--- config.mk ---
export PLATFORM = sky130hd
export DESIGN_NAME = dram_refresh_ctrl
export DESIGN_NICKNAME = d
export VERILOG_FILES = /design/src/rtl/dramc_pkg.sv /design/src/rtl/dramc_refresh.sv /design/src/rtl/dramc_addr_mux.sv /design/src/rtl/dramc_timing.sv /design/src/rtl/dram_refresh_ctrl.sv
export SDC_FILE = /design/constraint.sdc
export NUM_CORES = 1
export LEC_CHECK = 0
export ABC_AREA = 1
export CAP_MARGIN = 20
export CORE_MARGIN = 3
export CORE_UTILIZATION = 54
export DETAILED_ROUTE_END_ITERATION = 12
export DONT_BUFFER_PORTS = 1
export PLACE_DENSITY = 0.72
export SLEW_MARGIN = 20
export SYNTH_ARGS = -nofsm -noshare
export SYNTH_HDL_FRONTEND = slang
export SYNTH_HIERARCHICAL = 1
export SYNTH_SLANG_ARGS = --single-unit
export TNS_END_PERCENT = 50
--- constraint.sdc ---
create_clock -name clk -period 5.3 [get_ports clk]
set_clock_uncertainty 0.1 [all_clocks]
set_input_delay 0.795 -clock clk [delete_from_list [all_inputs] [get_ports clk]]
set_output_delay 0.795 -clock clk [all_outputs]
set_load 0.05 [all_outputs]
--- src/rtl/dramc_pkg.sv ---
package dramc_pkg;

  typedef enum logic [2:0] {
    ST_IDLE,
    ST_ROW,
    ST_COL,
    ST_PRE,
    ST_REF,
    ST_CBR_CAS,
    ST_CBR_RAS
  } dram_st_e;

  typedef enum logic [1:0] {
    AM_NONE,
    AM_ROW,
    AM_COL,
    AM_REF
  } amux_e;

endpackage

--- src/rtl/dramc_refresh.sv ---
module dramc_refresh #(
  parameter int ROW_BITS = 10,
  parameter int PERIOD   = 976
) (
  input  logic                clk,
  input  logic                rst_n,
  input  logic                grant,
  input  logic                advance,
  output logic                req,
  output logic [ROW_BITS-1:0] row
);
  localparam int TW   = (PERIOD > 2) ? $clog2(PERIOD) : 1;
  localparam int ROWS = 1 << ROW_BITS;

  logic [TW-1:0]       tmr_q, tmr_d;
  logic                tick;
  logic                req_d;
  logic [ROW_BITS-1:0] row_d;

  always_comb begin
    tick  = (tmr_q == TW'(PERIOD - 1));
    tmr_d = tick ? '0 : tmr_q + TW'(1);
    req_d = req;
    if (tick)       req_d = 1'b1;
    else if (grant) req_d = 1'b0;
    row_d = row;
    if (advance) row_d = (row == ROW_BITS'(ROWS - 1)) ? '0 : row + ROW_BITS'(1);
  end

  always_ff @(posedge clk or negedge rst_n) begin
    if (!rst_n) begin
      tmr_q <= '0;
      req   <= 1'b0;
      row   <= '0;
    end else begin
      tmr_q <= tmr_d;
      req   <= req_d;
      row   <= row_d;
    end
  end

  // a pending request is not dropped before it is granted
  p_req_held_r6: assert property (@(posedge clk) disable iff (!rst_n)
    (req && !grant) |=> req);

  // the row counter wraps to zero after the last row
  p_row_wrap_r8: assert property (@(posedge clk) disable iff (!rst_n)
    (advance && row == ROW_BITS'(ROWS - 1)) |=> (row == '0));

endmodule

--- src/rtl/dramc_addr_mux.sv ---
module dramc_addr_mux
  import dramc_pkg::*;
#(
  parameter int ROW_BITS = 10,
  parameter int COL_BITS = 10,
  parameter int PIN_W    = 10
) (
  input  amux_e                        pick,
  input  logic [ROW_BITS+COL_BITS-1:0] acc_addr,
  input  logic [ROW_BITS-1:0]          ref_row,
  output logic [PIN_W-1:0]             pins
);
  localparam int AW = ROW_BITS + COL_BITS;

  logic [ROW_BITS-1:0] row_half;
  logic [COL_BITS-1:0] col_half;

  assign row_half = acc_addr[AW-1:COL_BITS];
  assign col_half = acc_addr[COL_BITS-1:0];

  always_comb begin
    case (pick)
      AM_ROW:  pins = PIN_W'(row_half);
      AM_COL:  pins = PIN_W'(col_half);
      AM_REF:  pins = PIN_W'(ref_row);
      default: pins = '0;
    endcase
  end

endmodule

--- src/rtl/dramc_timing.sv ---
module dramc_timing
  import dramc_pkg::*;
#(
  parameter int T_RCD     = 2,
  parameter int T_CAS     = 2,
  parameter int T_PRE     = 2,
  parameter int T_REF_RAS = 3
) (
  input  logic  clk,
  input  logic  rst_n,
  input  logic  ref_req,
  input  logic  cbr_mode,
  input  logic  acc_pend,
  input  logic  acc_wr,
  output logic  ref_grant,
  output logic  ref_adv,
  output logic  cap_rd,
  output logic  ready,
  output logic  ras_n,
  output logic  cas_n,
  output logic  we_n,
  output logic  dq_oe,
  output amux_e pick
);
  localparam int M1   = (T_RCD > T_CAS) ? T_RCD : T_CAS;
  localparam int M2   = (T_PRE > T_REF_RAS) ? T_PRE : T_REF_RAS;
  localparam int MAXT = (M1 > M2) ? M1 : M2;
  localparam int CW   = (MAXT > 1) ? $clog2(MAXT + 1) : 1;

  dram_st_e      st_q, st_d;
  logic [CW-1:0] cnt_q, cnt_d;
  logic          rdy_d;
  logic          last;

  assign last = (cnt_q == '0);

  always_comb begin
    st_d      = st_q;
    cnt_d     = cnt_q;
    rdy_d     = 1'b0;
    ref_grant = 1'b0;
    ref_adv   = 1'b0;
    cap_rd    = 1'b0;
    case (st_q)
      ST_IDLE: begin
        if (ref_req) begin
          ref_grant = 1'b1;
          if (cbr_mode) begin
            st_d = ST_CBR_CAS;
          end else begin
            st_d  = ST_REF;
            cnt_d = CW'(T_REF_RAS - 1);
          end
        end else if (acc_pend) begin
          st_d  = ST_ROW;
          cnt_d = CW'(T_RCD - 1);
        end
      end
      ST_ROW: begin
        if (last) begin
          st_d  = ST_COL;
          cnt_d = CW'(T_CAS - 1);
        end else cnt_d = cnt_q - CW'(1);
      end
      ST_COL: begin
        if (last) begin
          st_d   = ST_PRE;
          cnt_d  = CW'(T_PRE - 1);
          rdy_d  = 1'b1;
          cap_rd = !acc_wr;
        end else cnt_d = cnt_q - CW'(1);
      end
      ST_REF: begin
        if (last) begin
          st_d    = ST_PRE;
          cnt_d   = CW'(T_PRE - 1);
          ref_adv = 1'b1;
        end else cnt_d = cnt_q - CW'(1);
      end
      ST_CBR_CAS: begin
        st_d  = ST_CBR_RAS;
        cnt_d = CW'(T_REF_RAS - 1);
      end
      ST_CBR_RAS: begin
        if (last) begin
          st_d  = ST_PRE;
          cnt_d = CW'(T_PRE - 1);
        end else cnt_d = cnt_q - CW'(1);
      end
      ST_PRE: begin
        if (last) st_d = ST_IDLE;
        else      cnt_d = cnt_q - CW'(1);
      end
      default: st_d = ST_IDLE;
    endcase
  end

  always_ff @(posedge clk or negedge rst_n) begin
    if (!rst_n) begin
      st_q  <= ST_IDLE;
      cnt_q <= '0;
      ready <= 1'b0;
    end else begin
      st_q  <= st_d;
      cnt_q <= cnt_d;
      ready <= rdy_d;
    end
  end

  always_comb begin
    ras_n = 1'b1;
    cas_n = 1'b1;
    we_n  = 1'b1;
    dq_oe = 1'b0;
    pick  = AM_NONE;
    case (st_q)
      ST_ROW: begin
        ras_n = 1'b0;
        pick  = AM_ROW;
      end
      ST_COL: begin
        ras_n = 1'b0;
        cas_n = 1'b0;
        we_n  = !acc_wr;
        dq_oe = acc_wr;
        pick  = AM_COL;
      end
      ST_REF: begin
        ras_n = 1'b0;
        pick  = AM_REF;
      end
      ST_CBR_CAS: cas_n = 1'b0;
      ST_CBR_RAS: begin
        ras_n = 1'b0;
        cas_n = 1'b0;
      end
      default: ;
    endcase
  end

  // ready is a single-cycle pulse
  p_ready_single_r4: assert property (@(posedge clk) disable iff (!rst_n)
    ready |=> !ready);

  // data is driven only while a write strobes CAS
  p_oe_write_r3: assert property (@(posedge clk) disable iff (!rst_n)
    dq_oe |-> (!cas_n && !we_n && !ras_n));

  // a rising RAS is followed by at least one more high cycle
  p_pre_gap_r5: assert property (@(posedge clk) disable iff (!rst_n)
    $rose(ras_n) |=> ras_n);

  // when RAS falls with CAS low, CAS was already low
  p_cbr_order_r9: assert property (@(posedge clk) disable iff (!rst_n)
    ($fell(ras_n) && !cas_n) |-> $past(!cas_n));

  // ready never accompanies a refresh grant
  p_ref_no_ready_r7: assert property (@(posedge clk) disable iff (!rst_n)
    ref_grant |=> !ready);

endmodule

--- src/rtl/dram_refresh_ctrl.sv ---
module dram_refresh_ctrl
  import dramc_pkg::*;
#(
  parameter int ROW_BITS       = 10,
  parameter int COL_BITS       = 10,
  parameter int DATA_W         = 16,
  parameter int T_RCD          = 2,
  parameter int T_CAS          = 2,
  parameter int T_PRE          = 2,
  parameter int T_REF_RAS      = 3,
  parameter int CLK_KHZ        = 125000,
  parameter int RETAIN_US      = 8000,
  parameter int REF_PERIOD_CYC = (CLK_KHZ / 1000) * RETAIN_US / (1 << ROW_BITS)
) (
  input  logic                         clk,
  input  logic                         rst_n,
  input  logic                         mod_sel,
  input  logic                         bus_rd,
  input  logic                         bus_wr,
  input  logic [ROW_BITS+COL_BITS-1:0] bus_addr,
  input  logic [DATA_W-1:0]            bus_wdata,
  output logic [DATA_W-1:0]            bus_rdata,
  output logic                         bus_ready,
  input  logic                         refresh_cbr,
  output logic [((ROW_BITS > COL_BITS) ? ROW_BITS : COL_BITS)-1:0] mem_addr,
  output logic                         mem_ras_n,
  output logic                         mem_cas_n,
  output logic                         mem_we_n,
  output logic                         mem_dq_oe,
  output logic [DATA_W-1:0]            mem_dq_out,
  input  logic [DATA_W-1:0]            mem_dq_in
);
  localparam int AW    = ROW_BITS + COL_BITS;
  localparam int PIN_W = (ROW_BITS > COL_BITS) ? ROW_BITS : COL_BITS;

  logic sync1_q, sync2_q, rst_core_n;

  always_ff @(posedge clk or negedge rst_n) begin
    if (!rst_n) begin
      sync1_q <= 1'b0;
      sync2_q <= 1'b0;
    end else begin
      sync1_q <= 1'b1;
      sync2_q <= sync1_q;
    end
  end
  assign rst_core_n = sync2_q;

  logic              pend_q, wr_q;
  logic [AW-1:0]     addr_q;
  logic [DATA_W-1:0] wdata_q, rdata_q;
  logic              bus_req, take;
  logic              ref_req, ref_grant, ref_adv, cap_rd;
  logic [ROW_BITS-1:0] ref_row;
  amux_e             pick;

  assign bus_req = mod_sel && (bus_rd || bus_wr);
  assign take    = !bus_ready && !pend_q && bus_req;

  always_ff @(posedge clk or negedge rst_core_n) begin
    if (!rst_core_n) begin
      pend_q <= 1'b0;
    end else if (bus_ready) begin
      pend_q <= 1'b0;
    end else if (take) begin
      pend_q <= 1'b1;
    end
  end

  always_ff @(posedge clk or negedge rst_core_n) begin
    if (!rst_core_n) begin
      wr_q    <= 1'b0;
      addr_q  <= '0;
      wdata_q <= '0;
    end else if (take) begin
      wr_q    <= bus_wr;
      addr_q  <= bus_addr;
      wdata_q <= bus_wdata;
    end
  end

  always_ff @(posedge clk or negedge rst_core_n) begin
    if (!rst_core_n) begin
      rdata_q <= '0;
    end else if (cap_rd) begin
      rdata_q <= mem_dq_in;
    end
  end

  assign bus_rdata  = rdata_q;
  assign mem_dq_out = wdata_q;

  dramc_refresh #(
    .ROW_BITS (ROW_BITS),
    .PERIOD   (REF_PERIOD_CYC)
  ) u_refresh (
    .clk     (clk),
    .rst_n   (rst_core_n),
    .grant   (ref_grant),
    .advance (ref_adv),
    .req     (ref_req),
    .row     (ref_row)
  );

  dramc_timing #(
    .T_RCD     (T_RCD),
    .T_CAS     (T_CAS),
    .T_PRE     (T_PRE),
    .T_REF_RAS (T_REF_RAS)
  ) u_timing (
    .clk       (clk),
    .rst_n     (rst_core_n),
    .ref_req   (ref_req),
    .cbr_mode  (refresh_cbr),
    .acc_pend  (pend_q),
    .acc_wr    (wr_q),
    .ref_grant (ref_grant),
    .ref_adv   (ref_adv),
    .cap_rd    (cap_rd),
    .ready     (bus_ready),
    .ras_n     (mem_ras_n),
    .cas_n     (mem_cas_n),
    .we_n      (mem_we_n),
    .dq_oe     (mem_dq_oe),
    .pick      (pick)
  );

  dramc_addr_mux #(
    .ROW_BITS (ROW_BITS),
    .COL_BITS (COL_BITS),
    .PIN_W    (PIN_W)
  ) u_mux (
    .pick     (pick),
    .acc_addr (addr_q),
    .ref_row  (ref_row),
    .pins     (mem_addr)
  );

  // a latched request keeps its address until it is served
  p_req_held_r10: assert property (@(posedge clk) disable iff (!rst_core_n)
    (pend_q && !bus_ready) |=> ($stable(addr_q) && pend_q));

  // strobes without module select never latch a request
  p_unselected_ignored_r11: assert property (@(posedge clk) disable iff (!rst_core_n)
    (!pend_q && !mod_sel) |=> !pend_q);

  // refresh wins over a pending processor request in an idle cycle
  p_refresh_first_r10: assert property (@(posedge clk) disable iff (!rst_core_n)
    (ref_req && pend_q && mem_ras_n && mem_cas_n && ref_grant) |=> !bus_ready);

endmodule

==> run summary <==
The post-CTS resize count is 0. The buffers inserted during post-CTS setup optimization came out at 0. In the final routed layout, each cell accounts on average for 15.4 um. The final antenna diode count came out at 0.

The number of global-route vias before repair is roughly 3100. TritonCTS built the clock tree. The length of the first detailed-routing pass in iterations came out at 5. During placement, the flow inserted port buffers numbering 0.

The worst-case hold slack is between 0.02 and 0.03 ns. The total via count in the routed design came out at roughly 3100. The synthesis-to-layout area growth is 5.72%. Counting instances in the post-synthesis netlist gives the leading cell types as nand2_1, dfrtp_1, nand3_1, nand4_1, inv_1.

The flow ran to the end, and the final reports show no timing, DRC or antenna violations. Measured against its own limit, the worst slew margin works out to 0.538. The fraction of final layout cells sized beyond drive strength 1 came out at 0.135. The data required time at the worst endpoint is 4.41 ns. Walking the worst path, the cells encountered are inv_2 > nand2_1 > nor2_1 > inv_1 > nand2_1 > inv_1 > nand3_1 > nand3_1.

The count of maximum capacitance violations is 0. The final wirelength came out at roughly 8700 um. The delay of the slowest cell on the worst path came out at 0.48 ns. For this run, the top clock speed supported by timing is 0.276 GHz. The number of storage elements in the synthesis netlist is 83.

The H-tree depth is 3. The die boundary height is just over 90 um. The initial DRC count came out at slightly above 100. Setup repair after global routing left no endpoint under its margin.

The mean number of vias per cell is about 5.6. The later-pin clock latency in the skew report came out at between 0.3 and 0.4 ns. The number of distinct library cell variants in the gate-level netlist after synthesis came out at 32.

The power consumption is 2.83 mW. The final antenna-violating net count came out at 0. The count of flip-flops with a built-in enable after synthesis is 0. The number of nets in the final layout is around 520. Summed over all cells, the static leakage comes to between 2 and 2.5 nW. By startpoint and endpoint, the worst setup path is classified as reg2out. The clock period could shrink to ~3.6 ns. The root buffer cell is clkbuf_8. The largest net degree at the start of global routing is between 80 and 90.

VDD sags by at most about 0.34 mV. The share of the synthesized area in the top cell type is 0.507. The filler-free cell count of the finished design came out at 564.

The post-detailed-route DRC marker count came out at 0. The overflow left after global routing is 0. The number of antenna violations at the first check in global routing is 0.

The clock transition at the registers of the reported paths is 0.08 ns. In the final timing run, aggregate negative setup slack is 0 ns. Counting flops with an async set or reset pin after synthesis yields a share of 1.00. The congestion estimate from routability-driven global placement came to ~0.92.

In this run the mean area of a mapped cell was between 8 and 9 um^2. Summing every instance area after synthesis gives between 4000 and 5000 um^2. The warning count from the yosys run came out at 6. The total placed cells including tap cells is ~550. Among all stages on the critical path, the largest delay is contributed by nand2_1. The initial core utilization is 0.561.

The sequential fraction of the synthesis area is 0.507. The classification of the worst-slack hold path is in2async. Power spread over the standard cell area amounts to ~650 nW/um^2. Ranked by total cell area, the synthesized netlist is headed by dfrtp_1, nand2_1, nand4_1. The clock passes through at most 2 buffers.

The die area came out at just under 9000 um^2. Clock tree synthesis inserted a total of 9 buffers. The number of clock sinks seen by CTS is 83. The max-slew violation count is 0. about 110 I/O pins were placed. The synthesized design spends more area on one cell type than any other, namely dfrtp_1. The gate count after technology mapping is about 470. The post-detailed-placement half-perimeter wirelength came out at between 6000 and 7000 um. The number of nets handed over by synthesis was 530.

The setup violation total in the final timing report came out at 0. STA classifies the critical path startpoint as a flop. The first global-routing pass estimated around 14000 um of wire. Among all flip-flop cells after synthesis, the most frequent one is dfrtp_1. The part of the cycle the worst path needs is 0.683. The endpoint type of the worst setup path is a primary output. The arrival time of the worst setup path is between 2 and 3 ns.

The floorplan step defined a core boundary enclosing about 7300 um^2. The number of core rows is 31. The slew of the pin with the lowest slew margin came out at ~0.69 ns. The global-route usage over all layers is 0.213. nand2_1 is the most common cell in the netlist.

The highest fanout seen on the critical path came out at 21. The hold violation total from the final report is 0. The die extent in x came out at between 90 and 100 um. Hold repair after CTS inserted 0 buffers.
[per-layer routing]
metal	global-route usage	routed length, um	vias to the layer above
met4	0.0965	202	0
li1	-	-	1523
met3	0.0579	720	16
met5	0	0	-
met2	0.341	4190	111
met1	0.269	3590	1495
[cells in the final DEF, fill, tap and decap left out, drive strengths merged]
| master | n |
|---|---|
| inv | 39 |
| buf | 4 |
| o21bai | 2 |
| bufinv | 1 |
| mux2 | 16 |
| nand3b | 1 |
| dfrtp | 83 |
| nor3 | 1 |
| and2 | 1 |
| clkbuf | 12 |
| nand4 | 43 |
| xnor2 | 2 |
| clkinvlp | 1 |
| conb | 1 |
| clkinv | 3 |
| or2 | 3 |
| xor2 | 3 |
| a21oi | 7 |
| o21ai | 7 |
| ha | 4 |
| nor2 | 38 |
| nand2 | 136 |
| nand3 | 57 |
[through the flow]
| stage | utilization | cell area (um^2) | worst slack (ns) |
|---|---|---|---|
| floorplan | - | 4090 | 2.72 |
| global placement | 0.560 | 4080 | 2.17 |
| detailed placement | 0.560 | 4080 | 2.09 |
| CTS | 0.589 | 4300 | 1.69 |
| global route | 0.593 | 4330 | 1.44 |
| finish | 0.593 | 4330 | 1.68 |
[final cells by class]
| cell class | count | area, um^2 |
|---|---|---|
| Clock buffer | 12 | 165 |
| Tap cell | 99 | 124 |
| Inverter | 40 | 150 |
| Clock inverter | 4 | 47.5 |
| Sequential cell | 83 | 2080 |
| Multi-Input combinational cell | 322 | 1710 |
| Timing Repair Buffer | 4 | 50.0 |
| Fill cell | 661 | 2970 |
[report_power, final]
group | leakage, nW | switching (mW) | internal [mW]
clock network | 0.108 | 0.221 | 0.255
logic | 1.05 | 0.643 | 0.257
registers | 1.04 | 0.604 | 0.847
total | 2.20 | 1.47 | 1.36
[worst max-delay path, delay by kind of cell (launching register included)]
| kind | cells | cell delay (ns) |
|---|---|---|
| AND/OR/NAND/NOR | 5 | 1.32 |
| buffers and inverters | 3 | 0.58 |
| flip-flops | 1 | 0.46 |
[state kept, by name, indices dropped and copies added, names as in the netlist]
name / flops
addr_q: 20
pend_q: 1
mem_dq_out: 16
wr_q: 1
u_refresh/tmr_q: 10
sync1_q: 1
u_timing/ready: 1
u_refresh/req: 1
u_timing/cnt_q: 2
u_refresh/row: 10
u_timing/st_q: 3
bus_rdata: 16
rst_core_n: 1
[path summary, 6_finish.rpt]
kind                                        from                 end  slack, ns  cells past startpoint
max in group asynchronous             rst_core_n  u_refresh/tmr_q[6]       4.34                      1
worst max-delay path            u_timing/st_q[0]         mem_addr[5]       1.68                      8
worst max register to register    u_timing/ready          addr_q[19]       2.91                      6
worst min register to register        rst_core_n       mem_dq_out[4]       0.18                      0
min in group clk                         sync1_q          rst_core_n       0.28                      0
worst min-delay path                       rst_n             sync1_q       0.03                      0
[cell families (layout without fill, tap and decap cells)]
| logic type | count (synthesis) | in the layout | share of synthesized area |
|---|---|---|---|
| AOI/OAI and AO/OA | 16 | 16 | 0.0235 |
| DFF | 83 | 83 | 0.507 |
| adders and majority gates | 4 | 4 | 0.0122 |
| buffers and inverters | 63 | 60 | 0.0755 |
| and+or+nand+nor | 280 | 280 | 0.326 |
| muxes | 16 | 16 | 0.0440 |
| xor gates and xnor gates | 5 | 5 | 0.0107 |
| other | 1 | 1 | 0.000916 |
No activity file was read; power rests on OpenSTA's default activity.
